===== src/rtl/rtc_irq_pkg.sv =====
package rtc_irq_pkg;
  localparam int BYTE_W = 8;

  // register indices that the host port decodes
  localparam logic [6:0] IDX_ALM_SEC  = 7'h01;
  localparam logic [6:0] IDX_ALM_MIN  = 7'h03;
  localparam logic [6:0] IDX_ALM_HOUR = 7'h05;
  localparam logic [6:0] IDX_CTRL     = 7'h0B;
  localparam logic [6:0] IDX_FLAGS    = 7'h0C;

  // control byte bit positions
  localparam int CTL_HALT = 7;
  localparam int CTL_PIE  = 6;
  localparam int CTL_AIE  = 5;
  localparam int CTL_UIE  = 4;
  localparam int CTL_SQW  = 3;

  // event flag vector: index 0 update, 1 alarm, 2 periodic
  localparam int EV_N   = 3;
  localparam int EV_UPD = 0;
  localparam int EV_ALM = 1;
  localparam int EV_PER = 2;
  localparam int EV_LSB = 4; // flag byte bit of event 0

  typedef logic [EV_N-1:0] ev_vec_t;
endpackage


===== src/rtl/alarm_field_match.sv =====
module alarm_field_match #(
  parameter int FIELD_W = 8
) (
  input  logic [FIELD_W-1:0] alarm_val,
  input  logic [FIELD_W-1:0] time_val,
  output logic               hit
);
  localparam int TOP = FIELD_W - 1;

  logic wild;
  always_comb begin
    wild = alarm_val[TOP] & alarm_val[TOP-1];
    hit  = wild | (alarm_val == time_val);
  end
endmodule


===== src/rtl/alarm_matcher.sv =====
module alarm_matcher #(
  parameter int NUM_FIELDS = 3,
  parameter int FIELD_W    = 8
) (
  input  logic [NUM_FIELDS*FIELD_W-1:0] alarm_vec,
  input  logic [NUM_FIELDS*FIELD_W-1:0] time_vec,
  output logic                          all_hit
);
  logic [NUM_FIELDS-1:0] hit_vec;

  for (genvar g = 0; g < NUM_FIELDS; g++) begin : g_field
    alarm_field_match #(.FIELD_W(FIELD_W)) u_match (
      .alarm_val(alarm_vec[g*FIELD_W +: FIELD_W]),
      .time_val (time_vec[g*FIELD_W +: FIELD_W]),
      .hit      (hit_vec[g])
    );
  end

  assign all_hit = &hit_vec;
endmodule


===== src/rtl/host_regs.sv =====
module host_regs
  import rtc_irq_pkg::*;
#(
  parameter int ADDR_W     = 7,
  parameter int NUM_FIELDS = 3
) (
  input  logic                         clk,
  input  logic                         rst,
  input  logic [ADDR_W-1:0]            wr_addr,
  input  logic                         wr_en,
  input  logic [BYTE_W-1:0]            wr_data,
  output logic [NUM_FIELDS*BYTE_W-1:0] alarm_vec,
  output logic [BYTE_W-1:0]            ctrl
);
  localparam logic [BYTE_W-1:0] RST_CLR =
    BYTE_W'((1 << CTL_PIE) | (1 << CTL_AIE) | (1 << CTL_UIE) | (1 << CTL_SQW));

  logic [BYTE_W-1:0] alarm_q [NUM_FIELDS] = '{default: '0};
  logic [BYTE_W-1:0] ctrl_q = '0;

  // alarm field g sits at index 2*g+1
  for (genvar g = 0; g < NUM_FIELDS; g++) begin : g_alarm
    localparam logic [ADDR_W-1:0] MY_IDX = ADDR_W'(2 * g + 1);
    always_ff @(posedge clk) begin
      if (wr_en && wr_addr == MY_IDX) alarm_q[g] <= wr_data;
    end
    assign alarm_vec[g*BYTE_W +: BYTE_W] = alarm_q[g];
  end

  always_ff @(posedge clk) begin
    if (rst) ctrl_q <= ctrl_q & ~RST_CLR;
    else if (wr_en && wr_addr == ADDR_W'(IDX_CTRL)) ctrl_q <= wr_data;
  end

  assign ctrl = ctrl_q;
endmodule


===== src/rtl/flag_core.sv =====
module flag_core
  import rtc_irq_pkg::*;
(
  input  logic    clk,
  input  logic    rst,
  input  logic    clr,
  input  logic    upd_done,
  input  logic    halt,
  input  logic    alarm_hit,
  input  logic    per_tick,
  input  ev_vec_t enables,
  output ev_vec_t flags,
  output logic    irqf
);
  ev_vec_t flags_q, flags_n;
  logic    irqf_q, irqf_n;

  always_comb begin
    flags_n = clr ? '0 : flags_q;
    if (per_tick) flags_n[EV_PER] = 1'b1;
    if (upd_done && !halt) begin
      flags_n[EV_UPD] = 1'b1;
      if (alarm_hit) flags_n[EV_ALM] = 1'b1;
    end
    irqf_n = (clr ? 1'b0 : irqf_q) | (|(flags_n & enables));
  end

  always_ff @(posedge clk) begin
    if (rst) begin
      flags_q <= '0;
      irqf_q  <= 1'b0;
    end else begin
      flags_q <= flags_n;
      irqf_q  <= irqf_n;
    end
  end

  assign flags = flags_q;
  assign irqf  = irqf_q;
endmodule


===== src/rtl/rtc_alarm_irq.sv =====
module rtc_alarm_irq
  import rtc_irq_pkg::*;
#(
  parameter int ADDR_W     = 7,
  parameter int NUM_FIELDS = 3
) (
  input  logic              clk,
  input  logic              rst,
  input  logic [ADDR_W-1:0] host_addr,
  input  logic              host_wr,
  input  logic [7:0]        host_wdata,
  input  logic              host_rd,
  output logic [7:0]        host_rdata,
  input  logic              upd_done,
  input  logic [7:0]        cur_sec,
  input  logic [7:0]        cur_min,
  input  logic [7:0]        cur_hour,
  input  logic              per_tick,
  output logic              irq
);
  localparam int VEC_W = NUM_FIELDS * BYTE_W;

  logic [VEC_W-1:0]  alarm_vec;
  logic [VEC_W-1:0]  time_vec;
  logic [BYTE_W-1:0] ctrl_q;
  logic [BYTE_W-1:0] flag_byte;
  logic [BYTE_W-1:0] rdata_q;
  ev_vec_t           flags_q;
  ev_vec_t           en_vec;
  logic              irqf_q;
  logic              all_hit;
  logic              rd_flags;

  assign time_vec = VEC_W'({cur_hour, cur_min, cur_sec});

  host_regs #(.ADDR_W(ADDR_W), .NUM_FIELDS(NUM_FIELDS)) u_regs (
    .clk      (clk),
    .rst      (rst),
    .wr_addr  (host_addr),
    .wr_en    (host_wr),
    .wr_data  (host_wdata),
    .alarm_vec(alarm_vec),
    .ctrl     (ctrl_q)
  );

  alarm_matcher #(.NUM_FIELDS(NUM_FIELDS), .FIELD_W(BYTE_W)) u_match (
    .alarm_vec(alarm_vec),
    .time_vec (time_vec),
    .all_hit  (all_hit)
  );

  assign en_vec   = ctrl_q[CTL_UIE +: EV_N];
  assign rd_flags = host_rd && (host_addr == ADDR_W'(IDX_FLAGS));

  flag_core u_flags (
    .clk      (clk),
    .rst      (rst),
    .clr      (rd_flags),
    .upd_done (upd_done),
    .halt     (ctrl_q[CTL_HALT]),
    .alarm_hit(all_hit),
    .per_tick (per_tick),
    .enables  (en_vec),
    .flags    (flags_q),
    .irqf     (irqf_q)
  );

  always_comb begin
    flag_byte = '0;
    flag_byte[BYTE_W-1] = irqf_q;
    flag_byte[EV_LSB +: EV_N] = flags_q;
  end

  // registered read mux
  always_ff @(posedge clk) begin
    if (rst) rdata_q <= '0;
    else if (host_rd) begin
      rdata_q <= '0;
      if (host_addr == ADDR_W'(IDX_CTRL))       rdata_q <= ctrl_q;
      else if (host_addr == ADDR_W'(IDX_FLAGS)) rdata_q <= flag_byte;
      else begin
        for (int g = 0; g < NUM_FIELDS; g++) begin
          if (host_addr == ADDR_W'(2 * g + 1)) rdata_q <= alarm_vec[g*BYTE_W +: BYTE_W];
        end
      end
    end
  end

  assign host_rdata = rdata_q;
  assign irq        = irqf_q;
endmodule


===== config.mk =====
export PLATFORM = sky130hd
export DESIGN_NAME = rtc_alarm_irq
export DESIGN_NICKNAME = d
export VERILOG_FILES = /design/src/rtl/rtc_irq_pkg.sv /design/src/rtl/alarm_field_match.sv /design/src/rtl/alarm_matcher.sv /design/src/rtl/host_regs.sv /design/src/rtl/flag_core.sv /design/src/rtl/rtc_alarm_irq.sv
export SDC_FILE = /design/constraint.sdc
export NUM_CORES = 1
export LEC_CHECK = 0
export CAP_MARGIN = 20
export CORE_ASPECT_RATIO = 0.6
export CORE_MARGIN = 2
export CORE_UTILIZATION = 48
export DETAILED_ROUTE_END_ITERATION = 6
export HOLD_SLACK_MARGIN = 0.12
export PLACE_DENSITY = 0.79
export SYNTH_ARGS = -nofsm -noshare
export SYNTH_HDL_FRONTEND = slang
export SYNTH_SLANG_ARGS = --single-unit

===== constraint.sdc =====
create_clock -name clk -period 2.2 [get_ports clk]
set_clock_uncertainty 0.15 [all_clocks]
set_input_delay 0.22 -clock clk [delete_from_list [all_inputs] [get_ports clk]]
set_output_delay 0.22 -clock clk [all_outputs]
set_load 0.005 [all_outputs]

==> run metrics <==
status=completed; kind of critical path=in -> reg; via count=around 1.7k; DIE AREA=4850 sq um; Clock transition at path regs=roughly 0.08 ns; Sink Count=between 40 and 50; share of layout cells above drive strength 1=12.0%; ordered cell list for the critical path=clkdlybuf4s50_1 > or4b_4 > nor4b_4 > a22oi_1 > a311oi_1; Worst EP arrival=2.08 ns; slowest stage cell, crit path=or4b_4; Critical Path Stages=5; Synth area leaders=edfxtp_1, dfxtp_1, xnor2_1, nor2_1, a311oi_1; most common library cells after synthesis=edfxtp_1, xnor2_1, nor2_1, dfxtp_1, nand2_1; Place WS=-0.141 ns; max-cap violation count=0; number of global-route vias before repair=1,575; Rel. slew slack=between 70% and 80%; Final Wtd Congestion=0.851; drt pass-1 iters=4; number of enable flip-flop cells after synthesis=28; Hold Path Depth=2; Detail Route Antenna Nets=0; post-synthesis register bit count=44; part of the power in combinational logic=between 10% and 20%; Fin. Hold Viols=0; Seq/Total Area, Yosys=56.3%; worst skew pair latency=0.30 ns; cts hold-fix bufs=0; initial antenna violation count=0; TritonCTS buffer count=5; Gate Count Post-Synth=179; 1st-iter DRT viols=~210; P_int=around 1.4 mW; CP Capture Type=flip-flop; CP max FO=4; area share of the largest cell type after synthesis=40.8%; worst setup margin=~0.19 ns; Finished Core Util=69.4%; # resized after CTS=0; Flop pwr share=between 50 and 60%; Max Fclk=0.498 GHz; Setup Fix Bufs, Post-CTS=0; buffers plus inverters on the worst setup path=1; Vias/cell=5.42; final setup violation count=0; first-pass GRT wire length=7.76 mm; setup TNS=0 ns; Post-DP HPWL=3.96 mm; IO Pins=54; gr ovfl total=0; Post-Syn Area=2060 sq um; core area=4120 sq um; Synth Warn #=0; post-synth net total=224; Final #Nets=around 290; pin count of the biggest net entering global routing=17; syn avg cell area=11.5 sq um; die width=88.6 microns; Pleak=0.934 nW; H-tree Lvls=2; met3 GRT Util=5.73%; crit start category=primary input; WP data required=2.27 ns; Clock power frac=between 30% and 40%; Peak supply drop=0.329 mV; Psw=0.354 mW; Sw Share=20.7%; TritonCTS clock tree=yes; routed len/inst=16.4 microns; GRT Resource Usage Total=approximately 23%; clock root cell=clkbuf_8; row count=18; delay-heaviest family, CP=simple AND/OR/NAND/NOR gates; synth-to-layout area growth=38.8%; Most used DFF post-synth=edfxtp_1; Synth cell types=33; Pins Over Slew Limit=0; die height=54.8 microns; RSZ-0062 raised after global routing=no; maximum clock path buffer count=2; worst slew pin tran=0.364 ns; Final Instance Area=approximately 2900 sq um; final total power=1.71 mW; Hold Crit Class=reg -> reg; DP Area=2740 sq um; PD cells=599 nW/um^2; part of the cycle the worst path needs=between 90% and 100%; final worst path period need=2.01 ns; Max stage delay on crit path=0.60 ns; IO buf count=53; met2 Use GR=31.7%; ys async rst share=0%; sequential cell area=approximately 1200 sq um; n_diodes=0; routed wire length=5.07 mm; DRC=0; fillcell total=324; most frequent cell after synthesis=edfxtp_1; R2R cell count=5; initial core utilization=roughly half; Synth area leader=edfxtp_1; GR peak layer=met1; area of the multi-input gates=848 sq um; met1 usage=32.9%
[metrics by stage]
stage,cells,hold slack [ns]
after CTS,310,0.313
after floorplan,179,0.169
after global routing,310,0.356
after detailed placement,302,0.300
after global placement,302,0.298
final,310,0.310
[layout make-up]
cell class | instances | share of cell area (%)
Clock buffer | 8 | 4.24
Inverter | 1 | 0.131
Multi-Input combinational cell | 128 | 29.7
Sequential cell | 44 | 40.6
Tap cell | 60 | 2.62
Timing Repair Buffer | 69 | 22.7
[flip-flops by register name, indices dropped and copies added, names as in the netlist]
| register | flops |
|---|---|
| host_rdata | 8 |
| u_flags.irqf | 1 |
| u_regs.ctrl | 8 |
| u_flags.flags | 3 |
| u_regs.alarm_q | 24 |
[final timing paths]
path | from | to | slack (ns)
min | u_regs.ctrl[3] | u_regs.ctrl[3] | 0.31
max | host_addr[5] | host_rdata[5] | 0.19
min reg2reg | u_regs.ctrl[3] | u_regs.ctrl[3] | 0.31
max reg2reg | u_regs.alarm_q[0][15] | u_flags.irqf | 0.51
[kinds of logic after synthesis]
logic type | share of synthesized area, %
AOI/OAI and AO/OA | 14.6
xor gates and xnor gates | 10.2
DFF | 56.3
and+or+nand+nor | 16.4
buffers and inverters | 2.49
[metal layers]
metal	routed length, microns	vias up
met5	0	-
met4	100	0
met3	533	10
met2	2030	86
met1	2410	776
li1	-	809
[cells in the final DEF, fill, tap and decap left out, types with 2 or more instances in the layout]
master           instances
a21oi_1                  6
a22oi_1                  3
a311oi_1                 9
buf_4                   16
clkbuf_8                 7
clkdlybuf4s50_1         53
dfxtp_1                 16
edfxtp_1                28
nand2_1                 16
nand3_1                  5
nand4_1                  7
nor2_1                  22
nor2b_1                  2
nor3_1                   2
o21ai_0                  9
o21ai_1                  2
o2bb2ai_1                8
xnor2_1                 24
[worst min-delay path: cells and delay by family (launching register included)]
family           cells  cell delay [ns]
AND/OR/NAND/NOR      1             0.05
flip-flops           1             0.32
AO/OA/AOI/OAI        1             0.05
[power groups by stage]
stage / combinational [mW] / clock (mW) / sequential, mW
global route: 0.203 / 0.660 / 0.896
finish: 0.190 / 0.630 / 0.895
floorplan: 0.0604 / 0 / 0.913
CTS: 0.190 / 0.643 / 0.895
detailed placement: 0.189 / 0 / 0.913
global placement: 0.187 / 0 / 0.914
No activity file was read; power rests on OpenSTA's default activity.
